<file path="config.mk">
export PLATFORM = sky130hd
export DESIGN_NAME = bitband_xlate
export DESIGN_NICKNAME = d
export VERILOG_FILES = /design/src/rtl/bb_pkg.sv /design/src/rtl/bb_decode.sv /design/src/rtl/bb_sequencer.sv /design/src/rtl/bitband_xlate.sv
export SDC_FILE = /design/constraint.sdc
export NUM_CORES = 1
export LEC_CHECK = 0
export ABC_AREA = 1
export BUFFER_PORTS_ARGS = -buffer_cell sky130_fd_sc_hd__buf_2
export CORE_ASPECT_RATIO = 1.4
export CORE_UTILIZATION = 40
export DETAILED_ROUTE_END_ITERATION = 7
export PLACE_DENSITY = 0.66
export SLEW_MARGIN = 20
export SYNTH_ARGS = -nofsm -noshare
export SYNTH_HDL_FRONTEND = slang
export SYNTH_SLANG_ARGS = --single-unit
</file>
<file path="constraint.sdc">
create_clock -name clk -period 1.65 [get_ports clk]
set_clock_uncertainty 0.15 [all_clocks]
set_input_delay 0.165 -clock clk [delete_from_list [all_inputs] [get_ports clk]]
set_output_delay 0.165 -clock clk [all_outputs]
set_load 0.01 [all_outputs]
</file>
<file path="src/rtl/bb_pkg.sv">
package bb_pkg;

  typedef enum logic [2:0] {
    ST_IDLE,
    ST_PASS_REQ,
    ST_PASS_WAIT,
    ST_BIT_RD_REQ,
    ST_BIT_RD_WAIT,
    ST_BIT_WR_REQ,
    ST_RESP
  } bb_state_e;

  typedef struct packed {
    logic        write;
    logic [31:0] addr;
    logic [31:0] wdata;
    logic [3:0]  strb;
  } bb_req_t;

  // bit position inside a little-endian word: lane selects the byte
  function automatic logic [4:0] bb_bitpos(input logic [1:0] lane, input logic [2:0] bitsel);
    return {lane, bitsel};
  endfunction

  // replace one bit of a word
  function automatic logic [31:0] bb_merge(input logic [31:0] word, input logic [4:0] pos,
                                           input logic val);
    logic [31:0] r;
    r      = word;
    r[pos] = val;
    return r;
  endfunction

  function automatic logic [3:0] bb_lane_strb(input logic [1:0] lane);
    return 4'b0001 << lane;
  endfunction

endpackage

</file>
<file path="src/rtl/bb_decode.sv">
module bb_decode
  import bb_pkg::*;
#(
  parameter int                NREG        = 2,
  parameter int                REGION_LOG2 = 20,
  parameter logic [NREG-1:0][31:0] REGION_BASES = '0,
  parameter logic [NREG-1:0][31:0] ALIAS_BASES  = '0
) (
  input  logic [31:2] addr_w,
  output logic        hit,
  output logic [31:0] word_addr,
  output logic [4:0]  bit_pos
);
  localparam int ALIAS_LOG2 = REGION_LOG2 + 5;

  logic [NREG-1:0]       hit_v;
  logic [NREG-1:0][31:0] tgt_v;
  logic [31:0]           tgt;

  for (genvar r = 0; r < NREG; r++) begin : g_win
    assign hit_v[r] = (addr_w[31:ALIAS_LOG2] == ALIAS_BASES[r][31:ALIAS_LOG2]);
    assign tgt_v[r] = REGION_BASES[r] + 32'(addr_w[ALIAS_LOG2-1:5]);
  end

  always_comb begin
    tgt = '0;
    for (int r = 0; r < NREG; r++) begin
      if (hit_v[r]) tgt = tgt | tgt_v[r];
    end
  end

  assign hit       = |hit_v;
  assign word_addr = {tgt[31:2], 2'b00};
  assign bit_pos   = bb_bitpos(tgt[1:0], addr_w[4:2]);

endmodule

</file>
<file path="src/rtl/bb_sequencer.sv">
module bb_sequencer
  import bb_pkg::*;
(
  input  logic        clk,
  input  logic        rst_n,
  input  logic        req_valid,
  output logic        req_ready,
  input  logic        req_write,
  input  logic [31:0] req_addr,
  input  logic [31:0] req_wdata,
  input  logic [3:0]  req_strb,
  input  logic        dec_hit,
  input  logic [31:0] dec_word,
  input  logic [4:0]  dec_pos,
  output logic        rsp_valid,
  output logic [31:0] rsp_rdata,
  output logic        mem_valid,
  input  logic        mem_ready,
  output logic        mem_write,
  output logic [31:0] mem_addr,
  output logic [31:0] mem_wdata,
  output logic [3:0]  mem_strb,
  output logic        mem_lock,
  input  logic        mem_rvalid,
  input  logic [31:0] mem_rdata,
  output logic        ev_bit_read,
  output logic        ev_rmw_read
);
  bb_state_e   state_q, state_d;
  bb_req_t     cap_q;
  logic [31:0] cap_word_q;
  logic [4:0]  cap_pos_q;
  logic [31:0] rdata_q;
  logic [31:0] merged_q;
  logic        accept;

  assign accept      = (state_q == ST_IDLE) && req_valid;
  assign ev_bit_read = (state_q == ST_BIT_RD_WAIT) && mem_rvalid && !cap_q.write;
  assign ev_rmw_read = (state_q == ST_BIT_RD_WAIT) && mem_rvalid &&  cap_q.write;

  always_comb begin
    state_d   = state_q;
    req_ready = 1'b0;
    rsp_valid = 1'b0;
    mem_valid = 1'b0;
    mem_write = 1'b0;
    mem_addr  = cap_word_q;
    mem_wdata = '0;
    mem_strb  = 4'hF;
    mem_lock  = 1'b0;
    unique case (state_q)
      ST_IDLE: begin
        req_ready = 1'b1;
        if (req_valid) state_d = dec_hit ? ST_BIT_RD_REQ : ST_PASS_REQ;
      end
      ST_PASS_REQ: begin
        mem_valid = 1'b1;
        mem_write = cap_q.write;
        mem_addr  = cap_q.addr;
        mem_wdata = cap_q.wdata;
        mem_strb  = cap_q.strb;
        if (mem_ready) state_d = cap_q.write ? ST_RESP : ST_PASS_WAIT;
      end
      ST_PASS_WAIT: begin
        if (mem_rvalid) state_d = ST_RESP;
      end
      ST_BIT_RD_REQ: begin
        mem_valid = 1'b1;
        mem_lock  = cap_q.write;
        if (mem_ready) state_d = ST_BIT_RD_WAIT;
      end
      ST_BIT_RD_WAIT: begin
        mem_lock = cap_q.write;
        if (mem_rvalid) state_d = cap_q.write ? ST_BIT_WR_REQ : ST_RESP;
      end
      ST_BIT_WR_REQ: begin
        mem_valid = 1'b1;
        mem_write = 1'b1;
        mem_wdata = merged_q;
        mem_strb  = bb_lane_strb(cap_pos_q[4:3]);
        mem_lock  = 1'b1;
        if (mem_ready) state_d = ST_RESP;
      end
      ST_RESP: begin
        rsp_valid = 1'b1;
        state_d   = ST_IDLE;
      end
      default: state_d = ST_IDLE;
    endcase
  end

  assign rsp_rdata = rdata_q;

  always_ff @(posedge clk or negedge rst_n) begin
    if (!rst_n) begin
      state_q    <= ST_IDLE;
      cap_q      <= '0;
      cap_word_q <= '0;
      cap_pos_q  <= '0;
      rdata_q    <= '0;
      merged_q   <= '0;
    end else begin
      state_q <= state_d;
      if (accept) begin
        cap_q      <= '{write: req_write, addr: req_addr, wdata: req_wdata, strb: req_strb};
        cap_word_q <= dec_word;
        cap_pos_q  <= dec_pos;
        rdata_q    <= '0;
      end
      if (state_q == ST_PASS_WAIT && mem_rvalid) rdata_q <= mem_rdata;
      if (ev_bit_read) rdata_q <= {31'b0, mem_rdata[cap_pos_q]};
      if (ev_rmw_read) merged_q <= bb_merge(mem_rdata, cap_pos_q, cap_q.wdata[0]);
    end
  end

endmodule

</file>
<file path="src/rtl/bitband_xlate.sv">
module bitband_xlate
  import bb_pkg::*;
#(
  parameter int          REGION_LOG2  = 20,
  parameter logic [31:0] SRAM_BASE    = 32'h2000_0000,
  parameter logic [31:0] SRAM_ALIAS   = 32'h2200_0000,
  parameter logic [31:0] PERIPH_BASE  = 32'h4000_0000,
  parameter logic [31:0] PERIPH_ALIAS = 32'h4200_0000
) (
  input  logic        clk,
  input  logic        rst_n,
  input  logic        req_valid,
  output logic        req_ready,
  input  logic        req_write,
  input  logic [31:0] req_addr,
  input  logic [31:0] req_wdata,
  input  logic [3:0]  req_strb,
  output logic        rsp_valid,
  output logic [31:0] rsp_rdata,
  output logic        mem_valid,
  input  logic        mem_ready,
  output logic        mem_write,
  output logic [31:0] mem_addr,
  output logic [31:0] mem_wdata,
  output logic [3:0]  mem_strb,
  output logic        mem_lock,
  input  logic        mem_rvalid,
  input  logic [31:0] mem_rdata
);
  localparam int NREG = 2;
  localparam logic [NREG-1:0][31:0] REGION_BASES = {PERIPH_BASE, SRAM_BASE};
  localparam logic [NREG-1:0][31:0] ALIAS_BASES  = {PERIPH_ALIAS, SRAM_ALIAS};

  logic        dec_hit;
  logic [31:0] dec_word;
  logic [4:0]  dec_pos;
  logic        ev_bit_read;
  logic        ev_rmw_read;

  bb_decode #(
    .NREG        (NREG),
    .REGION_LOG2 (REGION_LOG2),
    .REGION_BASES(REGION_BASES),
    .ALIAS_BASES (ALIAS_BASES)
  ) u_dec (
    .addr_w   (req_addr[31:2]),
    .hit      (dec_hit),
    .word_addr(dec_word),
    .bit_pos  (dec_pos)
  );

  bb_sequencer u_seq (
    .clk        (clk),
    .rst_n      (rst_n),
    .req_valid  (req_valid),
    .req_ready  (req_ready),
    .req_write  (req_write),
    .req_addr   (req_addr),
    .req_wdata  (req_wdata),
    .req_strb   (req_strb),
    .dec_hit    (dec_hit),
    .dec_word   (dec_word),
    .dec_pos    (dec_pos),
    .rsp_valid  (rsp_valid),
    .rsp_rdata  (rsp_rdata),
    .mem_valid  (mem_valid),
    .mem_ready  (mem_ready),
    .mem_write  (mem_write),
    .mem_addr   (mem_addr),
    .mem_wdata  (mem_wdata),
    .mem_strb   (mem_strb),
    .mem_lock   (mem_lock),
    .mem_rvalid (mem_rvalid),
    .mem_rdata  (mem_rdata),
    .ev_bit_read(ev_bit_read),
    .ev_rmw_read(ev_rmw_read)
  );

endmodule

</file>
==> results.yml <==
yosys:
  synth_nets: 1086
  synthArstFlopShare: 1.00
  synth_cells: 980
  ys_seq_elements: 158
  ys_top_cells_by_area: "dfrtp_1, nand2_1, o21ai_0, inv_1, o311ai_0"
  synth_top_cell_by_area: "dfrtp_1"
  synth_area_um2: 7640
  yosysUniqueCellTypes: 25
  synth_top_area_share: 0.518
  yosysMostFrequentCell: "nand2_1"
  ys.flop_type: "dfrtp_1"
  ys_warn_count: 0
  ys_seq_area_frac: 0.518
  yosys-top-cells-count: "nand2_1, o21ai_0, dfrtp_1"
  synth-edff-count: 0
  avgSynthCellArea_um2: 7.79
floorplan:
  pin_count: 211
  dieArea_um2: 19700
  start_util: 0.409
  die_h_um: 165
  rows: 59
  die_w_um: 119
  core_area_um2: 18700
timing:
  min_period_over_period: 1.34
  fmax_mhz: 452
  timing.hold.ws_ns: 0.0675
  timing.setup.tns_ns: -91.66
  min_period_ns: 2.21
  setup_viol: 231
  slew_violations: 0
  relSlewSlack: 0.541
  worst_pin_slew_ns: 0.688
  rsz0062_at_grt: "true"
  final_hold_viol_count: 0
  layout_setup_ws_ns: -0.563
power_and_ir_drop:
  vdd_ir_drop_max_v: 0.000762
  internal-power_mw: 12.5
  pwr-share-comb: 0.481
  total_power_mw: 20.5
  p_leak_nw: 6.30
  p_seq_frac: 0.298
  net-switching-power_mw: 7.95
  clockPowerShare: 0.221
  p_sw_frac: 0.389
  power_density_nw_per_um2: 1640
placement:
  dpl_worst_slack_ns: -0.456
  place_area_um2: 9420
  gp_congestion: 0.849
  dp_cells: 1455
  hpwlAfterDp_mm: 16.9
  portBuffers: 210
clock_tree:
  cts_buffers: 17
  cts_tree: "built"
  insertion_delay_ns: 0.42
  htree_levels: 4
  cts_root_buffer: "clkbuf_16"
  clk_pin_slew_ns: 0.06
  clockBufferDepth: 2
  cts_sinks: 158
final_layout:
  n_fill_cell: 1418
  final_area_um2: 12500
  drive_above_1_share: 0.328
  fin_cells: 1635
  nets: 1485
  diodes: 0
  fin_util: 0.669
  syn_to_final_growth_pct: 63.7
grt:
  grt_pass1_vias: 8066
  grt_usage: 0.271
  antenna_found_initial: 1
  grt_first_pass_wirelength_mm: 40.8
  grt_start_max_net_pins: 42
  overflow: 0
route:
  vias: 8373
  totalWireLength_mm: 28.0
  avgRoutedWirePerCell_um: 17.1
  drt_iter0_drc: 536
  drc: 0
  vias_per_cell: 5.12
  antenna_left: 0
  first_pass_iters: 5
run_status:
  status: "finished with violations"
  violations: "setup timing"
setup_path:
  arrival_ns: 2.41
  reg2reg_slack_ns: -0.56
  endpoint_kind: "flip-flop"
  r2r_start: "u_seq.state_q[1]$_DFFE_PN0P_"
  path_max_fanout: 6
  cp-start-kind: "flip-flop"
  worstPathRequired_ns: 1.85
  ff2ff_path_depth: 13
  rr_endpoint: "u_seq.merged_q[27]$_DFFE_PN0P_"
  worstSetupPathType: "reg -> reg"
flow_run:
  maxCapViolCount: 0
min_path:
  hp-class: "in -> async"
-- power groups by stage --
| stage | sequential [mW] | combinational, mW | clock, mW |
|---|---|---|---|
| 6_report | 6.10 | 9.84 | 4.52 |
| 5_1_grt | 6.26 | 10.6 | 4.72 |
| 4_1_cts | 6.04 | 8.46 | 4.57 |
| 3_5_place_dp | 6.09 | 6.91 | 0 |
| 3_3_place_gp | 6.06 | 6.79 | 0 |
| 2_1_floorplan | 6.08 | 3.95 | 0 |
-- flip-flops by register name, indices dropped and copies added (netlist names) --
| signal | flops |
|---|---|
| u_seq.cap_q | 69 |
| u_seq.rsp_rdata | 32 |
| u_seq.merged_q | 32 |
| u_seq.cap_pos_q | 2 |
| u_seq.cap_word_q | 20 |
| u_seq.state_q | 3 |
-- routing by layer --
metal / global-route usage / up-vias / routed length (um)
li1: - / 3938 / -
met1: 0.303 / 3926 / 10300
met2: 0.482 / 414 / 14400
met3: 0.0632 / 95 / 1830
met4: 0.139 / 0 / 1390
met5: 0 / - / 0
-- cell type report --
cell class	count	area, um^2	share of cell area
inverters	128	498	0.0398
clock inverters	10	208	0.0166
repair buffers	434	3590	0.287
multi-input cells	639	3470	0.277
well taps	244	305	0.0244
repair inverters	1	7.51	0.000601
clock buffers	21	470	0.0376
flip-flops and latches	158	3950	0.316
-- kinds of logic after synthesis --
kind of cell | Yosys count | share of synthesized area
flip-flops | 158 | 0.518
AND/OR/NAND/NOR | 388 | 0.198
buffers and inverters | 184 | 0.103
AO/OA/AOI/OAI | 250 | 0.181
-- what timing repair did --
action,CTS,global route
endpoints found under the hold margin,288,0
gates resized for setup,125,167
cloned,10,8
setup buffers,17,14
hold buffers,104,0
pin swaps,10,14
endpoints found under the setup margin,224,231
-- worst max-delay path: stages (launching register included) --
cell	delay, ns
dfrtp_1	0.39
buf_4	0.15
buf_6	0.11
buf_6	0.11
nor2_4	0.11
nand2_2	0.08
inv_2	0.08
buf_6	0.10
nand2_4	0.05
nor2_4	0.25
buf_6	0.19
clkbuf_16	0.16
o311ai_4	0.10
o21ai_1	0.11
-- cell usage in the layout (no fill, tap or decap), drive strengths merged, types with 2 or more instances in the layout --
cell type	synthesis	final
nand2	338	338
buf	34	321
o21ai	201	201
dfrtp	158	158
inv	128	128
dlygate4sd3	0	104
nor2	39	39
o311ai	32	32
clkbuf	22	28
a21oi	9	9
bufinv	0	6
nand3	6	6
o22ai	6	6
nor3	3	4
clkinv	0	4
bufbuf	0	2
o31ai	2	2
-- worst max path at each step --
| stage | endpoint | cells past startpoint | slack, ns | startpoint |
|---|---|---|---|---|
| 2_1_floorplan | mem_wdata[10] | 6 | 0.01 | u_seq.state_q[1]$_DFFE_PN0P_ |
| 3_3_place_gp | mem_wdata[27] | 8 | -0.39 | u_seq.state_q[1]$_DFFE_PN0P_ |
| 3_5_place_dp | u_seq.rsp_rdata[0]$_DFFE_PN0P_ | 8 | -0.46 | u_seq.state_q[1]$_DFFE_PN0P_ |
| 4_1_cts | mem_addr[31] | 8 | -0.53 | u_seq.state_q[1]$_DFFE_PN0P_ |
| 5_1_grt | mem_wdata[16] | 9 | -0.63 | u_seq.state_q[1]$_DFFE_PN0P_ |
| 6_report | u_seq.merged_q[27]$_DFFE_PN0P_ | 13 | -0.56 | u_seq.state_q[1]$_DFFE_PN0P_ |
No activity file was read; power rests on OpenSTA's default activity.
